## config.mk

```make
export PLATFORM = sky130hd
export DESIGN_NAME = ssc_index_ctrl
export DESIGN_NICKNAME = d
export VERILOG_FILES = /design/src/rtl/ssc_pkg.sv /design/src/rtl/ssc_phase_acc.sv /design/src/rtl/ssc_slip_fsm.sv /design/src/rtl/ssc_event_cnt.sv /design/src/rtl/ssc_index_ctrl.sv
export SDC_FILE = /design/constraint.sdc
export NUM_CORES = 1
export LEC_CHECK = 0
export BUFFER_PORTS_ARGS = -buffer_cell sky130_fd_sc_hd__buf_2
export CAP_MARGIN = 20
export CORE_MARGIN = 2
export CORE_UTILIZATION = 49
export DETAILED_ROUTE_END_ITERATION = 10
export PLACE_DENSITY = 0.72
export SKIP_CTS_REPAIR_TIMING = 1
export SYNTH_ARGS = -nofsm -noshare
export SYNTH_HDL_FRONTEND = slang
export SYNTH_HIERARCHICAL = 1
export SYNTH_SLANG_ARGS = --single-unit
```

## constraint.sdc

```tcl
create_clock -name clk -period 2.38 [get_ports clk]
set_input_delay 0.714 -clock clk [delete_from_list [all_inputs] [get_ports clk]]
set_output_delay 0.714 -clock clk [all_outputs]
set_load 0.02 [all_outputs]
```

## src/rtl/ssc_pkg.sv

```systemverilog
package ssc_pkg;
  typedef enum logic [1:0] {
    SL_IDLE   = 2'd0,
    SL_DROP   = 2'd1,
    SL_REPEAT = 2'd2
  } slip_e;
endpackage

```

## src/rtl/ssc_phase_acc.sv

```systemverilog
module ssc_phase_acc #(
  parameter int IBITS = 5,
  parameter int FBITS = 8
) (
  input  logic                          clk,
  input  logic                          rst_n,
  input  logic                          upd_i,
  input  logic signed [IBITS+FBITS:0]   incr_i,
  output logic [IBITS+FBITS-1:0]        acc_o,
  output logic                          ovf_o,
  output logic                          unf_o
);
  localparam int AW = IBITS + FBITS;

  logic [AW-1:0]        acc_q, acc_d;
  logic signed [AW+1:0] sum_s;

  // Two guard bits: bit AW+1 marks a negative sum, bit AW a sum past the top.
  assign sum_s = $signed({2'b00, acc_q}) + $signed({incr_i[AW], incr_i});

  always_comb begin
    ovf_o = upd_i & ~sum_s[AW+1] & sum_s[AW];
    unf_o = upd_i & sum_s[AW+1];
    acc_d = sum_s[AW-1:0];  // modulo M*2^FBITS, since M is a power of two
  end

  always_ff @(posedge clk or negedge rst_n) begin
    if (!rst_n) begin
      acc_q <= '0;
    end else if (upd_i) begin
      acc_q <= acc_d;
    end
  end

  assign acc_o = acc_q;
endmodule

```

## src/rtl/ssc_slip_fsm.sv

```systemverilog
module ssc_slip_fsm
  import ssc_pkg::*;
#(
  parameter int DW = 12
) (
  input  logic          clk,
  input  logic          rst_n,
  input  logic          ovf_i,
  input  logic          unf_i,
  input  logic          in_valid_i,
  input  logic [DW-1:0] in_data_i,
  output logic          in_ready_o,
  output logic          fb_valid_o,
  output logic [DW-1:0] fb_data_o,
  output logic          skip_o,
  output logic          stuff_o
);
  slip_e         state_q, state_d;
  logic          fbv_q, fbv_d;
  logic [DW-1:0] fbd_q, fbd_d;
  logic [DW-1:0] last_q, last_d;
  logic          fwd;
  logic          data_en;
  logic          skp_q, stf_q;

  assign in_ready_o = (state_q != SL_REPEAT);

  always_comb begin
    state_d = state_q;
    fwd     = 1'b0;
    fbv_d   = 1'b0;
    fbd_d   = fbd_q;
    last_d  = last_q;
    unique case (state_q)
      SL_IDLE: begin
        fwd = in_valid_i;
      end
      SL_DROP: begin
        if (in_valid_i) state_d = SL_IDLE;  // sample discarded here
      end
      SL_REPEAT: begin
        fbv_d   = 1'b1;
        fbd_d   = last_q;
        state_d = SL_IDLE;
      end
      default: state_d = SL_IDLE;
    endcase
    if (fwd) begin
      fbv_d  = 1'b1;
      fbd_d  = in_data_i;
      last_d = in_data_i;
    end
    if (ovf_i) begin
      state_d = SL_DROP;
    end else if (unf_i) begin
      state_d = SL_REPEAT;
    end
  end

  assign data_en = fbv_d;

  always_ff @(posedge clk or negedge rst_n) begin
    if (!rst_n) begin
      state_q <= SL_IDLE;
      fbv_q   <= 1'b0;
      skp_q   <= 1'b0;
      stf_q   <= 1'b0;
    end else begin
      state_q <= state_d;
      fbv_q   <= fbv_d;
      skp_q   <= ovf_i;
      stf_q   <= unf_i;
    end
  end

  always_ff @(posedge clk or negedge rst_n) begin
    if (!rst_n) begin
      fbd_q  <= '0;
      last_q <= '0;
    end else if (data_en) begin
      fbd_q  <= fbd_d;
      last_q <= last_d;
    end
  end

  assign fb_valid_o = fbv_q;
  assign fb_data_o  = fbd_q;
  assign skip_o     = skp_q;
  assign stuff_o    = stf_q;
endmodule

```

## src/rtl/ssc_event_cnt.sv

```systemverilog
module ssc_event_cnt #(
  parameter int CW = 16
) (
  input  logic          clk,
  input  logic          rst_n,
  input  logic          inc_i,
  output logic [CW-1:0] cnt_o
);
  logic [CW-1:0] cnt_q, cnt_d;

  assign cnt_d = cnt_q + 1'b1;

  always_ff @(posedge clk or negedge rst_n) begin
    if (!rst_n) begin
      cnt_q <= '0;
    end else if (inc_i) begin
      cnt_q <= cnt_d;
    end
  end

  assign cnt_o = cnt_q;
endmodule

```

## src/rtl/ssc_index_ctrl.sv

```systemverilog
module ssc_index_ctrl #(
  parameter int IBITS = 5,
  parameter int FBITS = 8,
  parameter int DW    = 12,
  parameter int CW    = 16
) (
  input  logic                        clk,
  input  logic                        rst_n,
  input  logic                        sym_en_i,
  input  logic signed [IBITS+FBITS:0] loop_err_i,
  input  logic                        in_valid_i,
  input  logic [DW-1:0]               in_data_i,
  output logic                        in_ready_o,
  output logic [IBITS-1:0]            branch_o,
  output logic                        skip_o,
  output logic                        stuff_o,
  output logic                        fb_valid_o,
  output logic [DW-1:0]               fb_data_o,
  output logic [CW-1:0]               skip_cnt_o,
  output logic [CW-1:0]               stuff_cnt_o
);
  localparam int AW   = IBITS + FBITS;
  localparam int NEVT = 2;

  logic [1:0]    rst_sync_q;
  logic          rst_int_n;
  logic [AW-1:0] acc;
  logic          ovf, unf;
  logic [NEVT-1:0] evt;
  logic [CW-1:0] cnt [NEVT];

  // Asynchronous assertion, synchronous release.
  always_ff @(posedge clk or negedge rst_n) begin
    if (!rst_n) begin
      rst_sync_q <= 2'b00;
    end else begin
      rst_sync_q <= {rst_sync_q[0], 1'b1};
    end
  end
  assign rst_int_n = rst_sync_q[1];

  ssc_phase_acc #(.IBITS(IBITS), .FBITS(FBITS)) acc_i (
    .clk    (clk),
    .rst_n  (rst_int_n),
    .upd_i  (sym_en_i),
    .incr_i (loop_err_i),
    .acc_o  (acc),
    .ovf_o  (ovf),
    .unf_o  (unf)
  );

  assign branch_o = acc[AW-1:FBITS];

  ssc_slip_fsm #(.DW(DW)) fsm_i (
    .clk        (clk),
    .rst_n      (rst_int_n),
    .ovf_i      (ovf),
    .unf_i      (unf),
    .in_valid_i (in_valid_i),
    .in_data_i  (in_data_i),
    .in_ready_o (in_ready_o),
    .fb_valid_o (fb_valid_o),
    .fb_data_o  (fb_data_o),
    .skip_o     (skip_o),
    .stuff_o    (stuff_o)
  );

  assign evt = {unf, ovf};

  for (genvar g = 0; g < NEVT; g++) begin : g_cnt
    ssc_event_cnt #(.CW(CW)) cnt_i (
      .clk   (clk),
      .rst_n (rst_int_n),
      .inc_i (evt[g]),
      .cnt_o (cnt[g])
    );
  end

  assign skip_cnt_o  = cnt[0];
  assign stuff_cnt_o = cnt[1];
endmodule

```

==> impl_results.md <==
* Status: finished with violations
* Failing checks: negative setup slack
* Non-Filler Instances at 600
* Initial core utilization at 49.6%
* ANT cells at 0
* Total track usage at 20.5%
* Mapped Cells at 357
* Overall power at 6.12 mW
* Reg clk slew, reported paths at 0.08 ns
* Largest net degree at the start of global routing at 52
* Routability congestion estimate at 0.880
* # DRC at 0
* Warnings, synthesis at 6
* DR iter-0 viols at 113
* Max Cap Viol at 0
* Die area at 0.00842 mm²
* Fin crit share at 112%
* Boundary Pins at 83
* Total congestion overflow at 0
* Total CTS buffers at 9
* Final min period at 2.66 ns
* Final WS setup at -0.276 ns
* Final instance area at 0.00513 mm²
* Crit-path max FO at 5
* Max Freq at 0.376 GHz
* Layout cells sized above 1 at 40.2%
* Relative slew slack at 56.8%
* Startpoint Class: primary input
* # setup viols final at 28
* Nets@finish at 539
* First-pass DRT Iterations at 4
* Die Ht at 91.8 µm
* Critical Path Sink Type: flip-flop
* Ys async rst share at 100%
* Drt total wl at 8700 µm
* Register area share after synthesis at 50.4%
* Area Overhead vs Synth at 36.0%
* Count of flip-flops with a built-in enable after synthesis at 0
* H-Tree Level Count at 3
* Worst Path Required at 2.65 ns
* Core footprint at 0.00761 mm²
* RSZ-0062 raised after global routing: yes
* Maximum clock path buffer count at 2
* Area of the mapped netlist at 0.00377 mm²
* Fin. max-slew vios at 0
* Global-route wire length before repair at 14000 µm
* Chip Width at 91.8 µm
* DR vias at 3171
* CTS tree: done
* Sink Count at 76
* Placed Area at 0.00471 mm²
* FP Rows at 32
* Prevailing post-synth register cell: dfrtp_1
* Peak VDD IR at 0.711 mV
* Least-Margin Pin Slew at 0.648 ns
* Cell count after placement at 576
* Worst Skew at 0.0102 ns
* Pwr dens at 1190 mW/mm²
* Final Util at 67.5%
* Final hold violations at 0
* Post-DP HPWL at 6110 µm
* Post-Syn Area per Cell at 10.6 µm²
* ANT nets after route at 0
* Synthesized Nets at 403
* Worst setup path category: primary input to flip-flop
* Worst EP arrival at 2.92 ns
* Distinct cells, synth at 51
* Initial antenna violation count at 0
* Hold crit path type: primary input to asynchronous set/reset pin
* Clk root buf: clkbuf_8
* Synthesized flop and latch total at 76
* Per-cell routed wire length at 14.5 µm
* Port Buffers at 82
* Vias in the first global route at 3068
* Clk Latency, worst-skew pair at 0.35 ns
* Leakage at 2.61 nW
* DR vias/cell at 5.29
[state kept, by name, summed over array words and instances, names as in the netlist]
| name | cells |
|---|---|
| fsm_i/fb_data_o | 12 |
| fsm_i/fb_valid_o | 1 |
| fsm_i/last_q | 12 |
| fsm_i/state_q | 2 |
| acc_i/acc_o | 13 |
| fsm_i/skip_o | 1 |
| rst_sync_q | 2 |
| g_cnt.cnt_i/cnt_o | 32 |
| fsm_i/stuff_o | 1 |
[cell usage in the layout, fill, tap and decap left out, types with 3 or more instances in the layout]
cell / n
ha_4: 6
nand4_1: 8
dfrtp_1: 74
buf_2: 78
ha_1: 7
inv_1: 6
mux2_2: 5
o21ai_0: 6
nor3_4: 4
a22oi_1: 15
clkbuf_8: 10
xor2_1: 13
o21a_1: 3
nand3_1: 18
a21oi_1: 9
buf_6: 7
nand2_1: 63
a21o_1: 5
nor2_4: 5
xnor2_1: 22
a21oi_2: 3
buf_4: 47
nor2_1: 18
[cell families after synthesis]
logic type,synth area share (%)
AND/OR/NAND/NOR,18.8
flip-flops,50.4
AO/OA/AOI/OAI,12.2
XOR/XNOR,8.35
adder cells (fa/ha/maj),5.50
buffers and inverters,2.22
multiplexers,2.39
other,0.0993
[cell usage after synthesis, drive strengths merged, types with 3 or more instances]
cell,count,area (µm²)
a21o,6,46.3
and3,4,25.0
buf,5,42.5
ha,15,188
xor2,13,114
nor2b,3,21.3
o21ai,8,43.8
nor3,5,45.0
nor2,23,86.3
nor4,3,18.8
a21oi,12,60.1
clkbuf,4,15.0
mux2,8,90.1
nand4,10,92.6
xnor2,23,201
dfrtp,76,1900
nand2,66,248
a22oi,16,120
o21a,3,22.5
nand3,20,100
inv,7,26.3
[worst paths after layout]
kind,startpoint,to,slack (ns),depth (start not counted)
max in group asynchronous,rst_sync_q[1],acc_i/acc_o[1],1.44,1
setup reg to reg,acc_i/acc_o[1],g_cnt[0].cnt_i/cnt_o[13],-0.24,9
hold reg to reg,rst_sync_q[1],g_cnt[0].cnt_i/cnt_o[7],0.26,0
min in group clk,rst_sync_q[0],rst_sync_q[1],0.35,0
hold / removal,rst_n,rst_sync_q[1],0.14,1
setup / recovery,loop_err_i[4],g_cnt[0].cnt_i/cnt_o[13],-0.28,10
[power breakdown]
| group | internal, mW | switching [mW] | total (mW) |
|---|---|---|---|
| combinational | 1.44 | 1.55 | 2.99 |
| clock | 0.516 | 0.491 | 1.01 |
| sequential | 1.72 | 0.399 | 2.12 |
[metrics by stage]
step                      hold slack [ns]  setup WS, ns  TNS [ns]
after global routing                0.115        -0.358     -6.72
after detailed placement            0.284        -0.644    -15.93
after global placement              0.268        -0.584    -14.42
after CTS                           0.125        -0.269     -3.23
final                               0.137        -0.276     -3.90
after floorplan                     0.331        -0.422     -7.16
[final cells by class]
cell class,instances,area (µm²)
fillers,599,2470
multi-input cells,265,2020
flip-flops and latches,76,1900
repair buffers,134,857
clock buffers,11,141
well taps,102,128
clock inverters,5,58.8
inverters,7,26.3
[critical path, cell delays in order]
cell and delay [ns]:
buf_6 0.10, ha_4 0.22, and3_4 0.18, a22oi_2 0.21
a21oi_2 0.11, a2111oi_4 0.32, mux2_4 0.24, nand4_4 0.20
nor4_2 0.44, xnor2_1 0.18
[per-layer routing]
layer,wire [µm],global-route usage [%]
met1,3970,28.4
met2,4140,32.9
met3,455,3.04
met4,127,7.59
met5,0,0
Note: power is estimated with default switching activity, not from simulation.
